$ cat src/rtl/adaptive_mul_pkg.sv
package adaptive_mul_pkg;
  typedef enum logic [1:0] {
    MODE_FULL = 2'b00,
    MODE_SIMD = 2'b01,
    MODE_APPR = 2'b10
  } mul_mode_t;

  function automatic mul_mode_t decode_force(input logic [1:0] code);
    case (code)
      2'b01:   return MODE_SIMD;
      2'b10:   return MODE_APPR;
      default: return MODE_FULL;
    endcase
  endfunction
endpackage

$ cat src/rtl/range_ctrl.sv
module range_ctrl
  import adaptive_mul_pkg::*;
#(
  parameter int W        = 32,
  parameter int DET_BITS = 8
) (
  input  logic [W-1:0] a,
  input  logic [W-1:0] b,
  input  logic         force_en,
  input  logic [1:0]   force_mode,
  output mul_mode_t    mode
);
  localparam int LANE = W / 2;

  logic upper_empty;
  logic top_busy;
  mul_mode_t auto_mode;

  always_comb begin
    upper_empty = ~(|a[W-1:LANE]) & ~(|b[W-1:LANE]);
    top_busy    = (|a[W-1:W-DET_BITS]) | (|b[W-1:W-DET_BITS]);
    if (upper_empty)   auto_mode = MODE_SIMD;
    else if (top_busy) auto_mode = MODE_APPR;
    else               auto_mode = MODE_FULL;
    mode = force_en ? decode_force(force_mode) : auto_mode;
  end
endmodule

$ cat src/rtl/pp_gen.sv
module pp_gen
  import adaptive_mul_pkg::*;
#(
  parameter int W = 32
) (
  input  logic [W-1:0]   a,
  input  logic [W-1:0]   b,
  input  mul_mode_t      mode,
  output logic [2*W-1:0] rows [W]
);
  localparam int LANE = W / 2;

  logic is_full, is_simd, is_appr;
  assign is_full = (mode == MODE_FULL);
  assign is_simd = (mode == MODE_SIMD);
  assign is_appr = (mode == MODE_APPR);

  for (genvar i = 0; i < W; i++) begin : g_row
    logic [W-1:0] bits;
    for (genvar j = 0; j < W; j++) begin : g_col
      localparam bit SAME_LANE = ((i < LANE) == (j < LANE));
      localparam bit HIGH_COL  = ((i + j) >= W);
      logic keep;
      assign keep    = is_full | (is_simd & SAME_LANE) | (is_appr & HIGH_COL);
      assign bits[j] = a[j] & b[i] & keep;
    end
    assign rows[i] = {{W{1'b0}}, bits} << i;
  end
endmodule

$ cat src/rtl/pp_reduce.sv
module pp_reduce #(
  parameter int W     = 32,
  parameter int NROWS = 16
) (
  input  logic [2*W-1:0] rows [NROWS],
  output logic [2*W-1:0] sum
);
  always_comb begin
    sum = '0;
    for (int r = 0; r < NROWS; r++) sum = sum + rows[r];
  end
endmodule

$ cat src/rtl/result_mux.sv
module result_mux
  import adaptive_mul_pkg::*;
#(
  parameter int W = 32
) (
  input  logic [2*W-1:0] lo_sum,
  input  logic [2*W-1:0] hi_sum,
  input  mul_mode_t      mode,
  output logic [2*W-1:0] result
);
  logic [2*W-1:0] total;

  always_comb begin
    total = lo_sum + hi_sum;
    case (mode)
      MODE_SIMD: result = {hi_sum[2*W-1:W], lo_sum[W-1:0]};
      MODE_APPR: result = {total[2*W-1:W], {W{1'b0}}};
      default:   result = total;
    endcase
  end
endmodule

$ cat src/rtl/adaptive_mul.sv
module adaptive_mul
  import adaptive_mul_pkg::*;
#(
  parameter int W        = 32,
  parameter int DET_BITS = 8
) (
  input  logic           clk,
  input  logic           rst_n,
  input  logic           in_valid,
  input  logic [W-1:0]   op_a,
  input  logic [W-1:0]   op_b,
  input  logic           force_en,
  input  logic [1:0]     force_mode,
  output logic           out_valid,
  output logic [2*W-1:0] product,
  output logic [1:0]     mode_used
);
  localparam int LANE  = W / 2;
  localparam int HALF  = W / 2;
  localparam int PW    = 2 * W;

  logic [1:0] rst_pipe;
  logic       rst_ok;

  always_ff @(posedge clk or negedge rst_n) begin
    if (!rst_n) rst_pipe <= 2'b00;
    else        rst_pipe <= {rst_pipe[0], 1'b1};
  end
  assign rst_ok = rst_pipe[1];

  mul_mode_t sel_mode;

  range_ctrl #(.W(W), .DET_BITS(DET_BITS)) u_range (
    .a(op_a), .b(op_b), .force_en(force_en), .force_mode(force_mode), .mode(sel_mode)
  );

  logic         s1_valid, s1_valid_nx;
  logic [W-1:0] s1_a, s1_a_nx, s1_b, s1_b_nx;
  mul_mode_t    s1_mode, s1_mode_nx;

  always_comb begin
    s1_valid_nx = in_valid;
    s1_a_nx     = s1_a;
    s1_b_nx     = s1_b;
    s1_mode_nx  = s1_mode;
    if (in_valid) begin
      s1_a_nx    = op_a;
      s1_b_nx    = op_b;
      s1_mode_nx = sel_mode;
    end
  end

  always_ff @(posedge clk or negedge rst_ok) begin
    if (!rst_ok) begin
      s1_valid <= 1'b0;
      s1_a     <= '0;
      s1_b     <= '0;
      s1_mode  <= MODE_FULL;
    end else begin
      s1_valid <= s1_valid_nx;
      s1_a     <= s1_a_nx;
      s1_b     <= s1_b_nx;
      s1_mode  <= s1_mode_nx;
    end
  end

  logic [PW-1:0] rows [W];

  pp_gen #(.W(W)) u_pp (.a(s1_a), .b(s1_b), .mode(s1_mode), .rows(rows));

  logic [PW-1:0] part_sum [2];

  for (genvar g = 0; g < 2; g++) begin : g_split
    logic [PW-1:0] grp [HALF];
    for (genvar r = 0; r < HALF; r++) begin : g_take
      assign grp[r] = rows[g*HALF + r];
    end
    pp_reduce #(.W(W), .NROWS(HALF)) u_red (.rows(grp), .sum(part_sum[g]));
  end

  logic [PW-1:0] mux_out;

  result_mux #(.W(W)) u_mux (
    .lo_sum(part_sum[0]), .hi_sum(part_sum[1]), .mode(s1_mode), .result(mux_out)
  );

  logic          out_valid_nx;
  logic [PW-1:0] product_nx;
  logic [1:0]    mode_used_nx;

  always_comb begin
    out_valid_nx = s1_valid;
    product_nx   = product;
    mode_used_nx = mode_used;
    if (s1_valid) begin
      product_nx   = mux_out;
      mode_used_nx = s1_mode;
    end
  end

  always_ff @(posedge clk or negedge rst_ok) begin
    if (!rst_ok) begin
      out_valid <= 1'b0;
      product   <= '0;
      mode_used <= 2'b00;
    end else begin
      out_valid <= out_valid_nx;
      product   <= product_nx;
      mode_used <= mode_used_nx;
    end
  end

  AST_FORCE_PRIO: assert property (@(posedge clk) disable iff (!rst_ok)
    (in_valid && force_en && force_mode != 2'b11) |=> (s1_mode == $past(force_mode)));
  AST_SIMD_PICK: assert property (@(posedge clk) disable iff (!rst_ok)
    (in_valid && !force_en && op_a[W-1:LANE] == '0 && op_b[W-1:LANE] == '0) |=> (s1_mode == MODE_SIMD));
  AST_APPR_LOW_ZERO: assert property (@(posedge clk) disable iff (!rst_ok)
    (out_valid && mode_used == 2'b10) |-> (product[W-1:0] == '0));
  AST_LATENCY: assert property (@(posedge clk) disable iff (!rst_ok)
    s1_valid |=> out_valid);
  AST_HOLD: assert property (@(posedge clk) disable iff (!rst_ok)
    !s1_valid |=> ($stable(product) && $stable(mode_used) && !out_valid));
  AST_MODE_LEGAL: assert property (@(posedge clk) disable iff (!rst_ok)
    mode_used != 2'b11);
endmodule

$ cat config.mk
export PLATFORM = sky130hd
export DESIGN_NAME = adaptive_mul
export DESIGN_NICKNAME = d
export VERILOG_FILES = /design/src/rtl/adaptive_mul_pkg.sv /design/src/rtl/range_ctrl.sv /design/src/rtl/pp_gen.sv /design/src/rtl/pp_reduce.sv /design/src/rtl/result_mux.sv /design/src/rtl/adaptive_mul.sv
export SDC_FILE = /design/constraint.sdc
export NUM_CORES = 2
export LEC_CHECK = 0
export ABC_CLOCK_PERIOD_IN_PS = 7500
export BUFFER_PORTS_ARGS = -buffer_cell sky130_fd_sc_hd__buf_4
export CAP_MARGIN = 25
export CORE_AREA = 2 2 194 339
export CTS_CLUSTER_DIAMETER = 40
export DETAILED_ROUTE_END_ITERATION = 10
export DIE_AREA = 0 0 196 341
export PLACE_DENSITY = 0.82
export SLEW_MARGIN = 25
export SYNTH_ARGS = -nofsm -noshare
export SYNTH_HDL_FRONTEND = slang
export SYNTH_SLANG_ARGS = --single-unit
$ cat constraint.sdc
create_clock -name clk -period 7.5 [get_ports clk]
set_input_delay 1.125 -clock clk [delete_from_list [all_inputs] [get_ports clk]]
set_output_delay 1.125 -clock clk [all_outputs]
set_load 0.02 [all_outputs]
==> flow_summary.toml <==
[cts]
clkSinkCount = 136
holdBufCountCts = 0
root_buffer = "clkbuf_16"
path_clk_slew_ns = 0.07
cts_tree = "done"
htree_levels = 4
cts_buffers = 17
clk_latency_ns = 0.56
cts_buffer_depth = 2

[drt]
drt-initial-drc-count = 3699
vias = 39600
drcViolationCount = 0
wire_per_inst_um = 23.6
dr.pass1.iters = 6
viasPerCell = 6.27
ant_nets = 0
wirelength_um = 149000

[place]
gp_congestion = 1.03
dp_hpwl_um = 114000
io_buffers = 136

[sta]
post-route-period-util_pct = 157
fin_ws_ns = -4.31
rsz0062_at_grt = "yes"
fmax_ghz = 0.0847
final-hold-violation-count = 0
tightest_slew_ns = 1.06
slew_viol_final = 0
post-route-min-period_ns = 11.81
setup_viol = 48
relSlewSlack_pct = 28.7
skew_ns = 0.0226

[setup_path]
r2r-start = "s1_mode[0]"
cp_max_fo = 6
startpoint_type = "flop"
ff2ff_setup_slack_ns = -4.31
arrival_ns = 12.27
worstSetupPathType = "reg -> reg"
reg2regPathDepth = 50
critPathMaxStageDelay_ns = 0.53
endpoint_kind = "flop"
crit_required_ns = 7.96
critPathSlowestCell = "fa_2"
r2r-end = "product[61]"

[floorplan]
core-area_mm2 = 0.0640
die_height_um = 341
floorplan.die_area_mm2 = 0.0668
die_w_um = 196
row_count = 123
ioPinCount = 137
start_util_pct = 64.4

[global_route]
grt_usage_pct = 45.6
antenna_found_initial = 4
grt-ovfl-total = 0
grt_max_degree = 126
first_global_vias = 43100
grt_pass1_wl_um = 229000

[synthesis]
synth_cell_types = 87
yosys_warnings = 0
seq_area_frac_synth_pct = 8.26
syn-num-nets = 5917
syn_area_per_cell_um2 = 8.70
synthesis.instances = 4737
synth_async_sr_flop_share_pct = 100
synth_flop_cell = "dfrtp_1"
ys_ff_latch = 136
syn_area_mm2 = 0.0412
synth_enable_flop_cells = 0

[final_layout]
final_nets = 6661
mostFrequentLayoutCells = "buf_4, inv_1, fa_1"
fin_util_pct = 80.0
drive_above_1_share_pct = 25.5
area_growth_pct = 24.4
final_common_cell = "buf_4"

[status]
status = "finished, violations left"
violations = "negative setup slack"

[run]
maxCapViolCount = 0

[min_path]
hp-class = "in -> async"
cell type report:
type	count	area [um^2]
clock buffers	19	443
clock inverters	13	156
diodes	7	17.5
flip-flops and latches	136	3410
fillers	3962	12800
multi-input cells	3502	35100
inverters	799	3000
repair buffers	1025	8070
well taps	812	1020
routing by layer:
layer  up-vias  track usage (%)  part of all wire, %  wire [um]
met4         2             50.8                   14      21400
met2      2535             75.3                   48      71800
met3      1233             13.2                  9.1      13600
met1     19300             42.8                   28      42300
li1      16500                -                    -          -
met5         -                0               0.0060          9
cell usage after synthesis (17+ instances only):
cell / count / share of area, %
a211oi_1: 17 / 0.31
a21o_1: 88 / 1.6
a21oi_1: 180 / 2.2
a22oi_1: 24 / 0.44
a31oi_1: 29 / 0.44
and2_1: 134 / 2.0
and3_1: 365 / 5.5
clkbuf_1: 284 / 2.6
dfrtp_1: 136 / 8.3
fa_1: 790 / 38
ha_1: 320 / 9.7
inv_1: 799 / 7.3
mux2_2: 67 / 1.8
nand2_1: 648 / 5.9
nand2b_1: 29 / 0.44
nand3_1: 104 / 1.3
nand4_1: 24 / 0.36
nor2_1: 137 / 1.2
nor2b_1: 30 / 0.46
nor3_1: 25 / 0.30
o211ai_1: 17 / 0.31
o21a_1: 27 / 0.49
o21ai_0: 101 / 1.2
o21bai_1: 21 / 0.38
xnor2_1: 99 / 2.1
xor2_1: 55 / 1.2
sequential cells by signal, indices dropped and copies added, names as in the netlist:
register,flops
rst_pipe,2
product,64
s1_a,32
out_valid,1
out_valid_nx,1
s1_b,32
s1_mode,2
mode_used,2
critical path, delay by kind of cell, from the launching register on:
family | cells | cell delay (ns)
xor gates and xnor gates | 2 | 0.28
AOI/OAI and AO/OA | 20 | 4.05
DFF | 1 | 0.44
and+or+nand+nor | 12 | 2.49
buffers and inverters | 6 | 0.46
adders and majority gates | 10 | 3.99
per-stage QoR:
step                      hold WS [ns]  TNS (ns)  setup WS, ns  cells  instance area [um^2]
after detailed placement         0.340   -139.66         -4.08   6195                 48800
final                            0.339   -144.50         -4.31   6313                 51200
after CTS                        0.323   -127.96         -3.63   6273                 50400
after floorplan                  0.331   -100.89         -3.36   4737                 41600
after global placement           0.336   -132.06         -3.82   6195                 48800
after global routing             0.328   -159.39         -4.65   6310                 51200
logic make-up (layout without fill, tap and decap cells):
kind of cell	Yosys count	count (layout)	synth area share (%)
simple gates	1553	1554	18.6
fa+ha+maj	1110	1110	48.1
buf+inv	1100	1856	10.1
compound gates	612	612	9.74
xor+xnor	155	155	3.31
flops	136	136	8.26
mux	70	70	1.90
other cells	1	8	0.00910
how the worst max path moves through the flow:
stage               startpoint           to  slack, ns
finish              s1_mode[0]  product[61]      -4.31
global route        s1_mode[0]  product[61]      -4.65
CTS                 s1_mode[0]  product[62]      -3.63
detailed placement  s1_mode[0]  product[63]      -4.08
global placement    s1_mode[0]  product[63]      -3.82
floorplan           s1_mode[0]  product[61]      -3.36
what timing repair did:
item | in CTS | in global routing
endpoints found under the setup margin | 48 | 50
buffers inserted | 48 | 37
gates cloned | 2 | 0
pin swaps | 92 | 122
resized for setup | 135 | 131
Power is left out: the tool's default activity adds up to more than one toggle a clock period on the data nets, which glitch-free logic cannot reach.
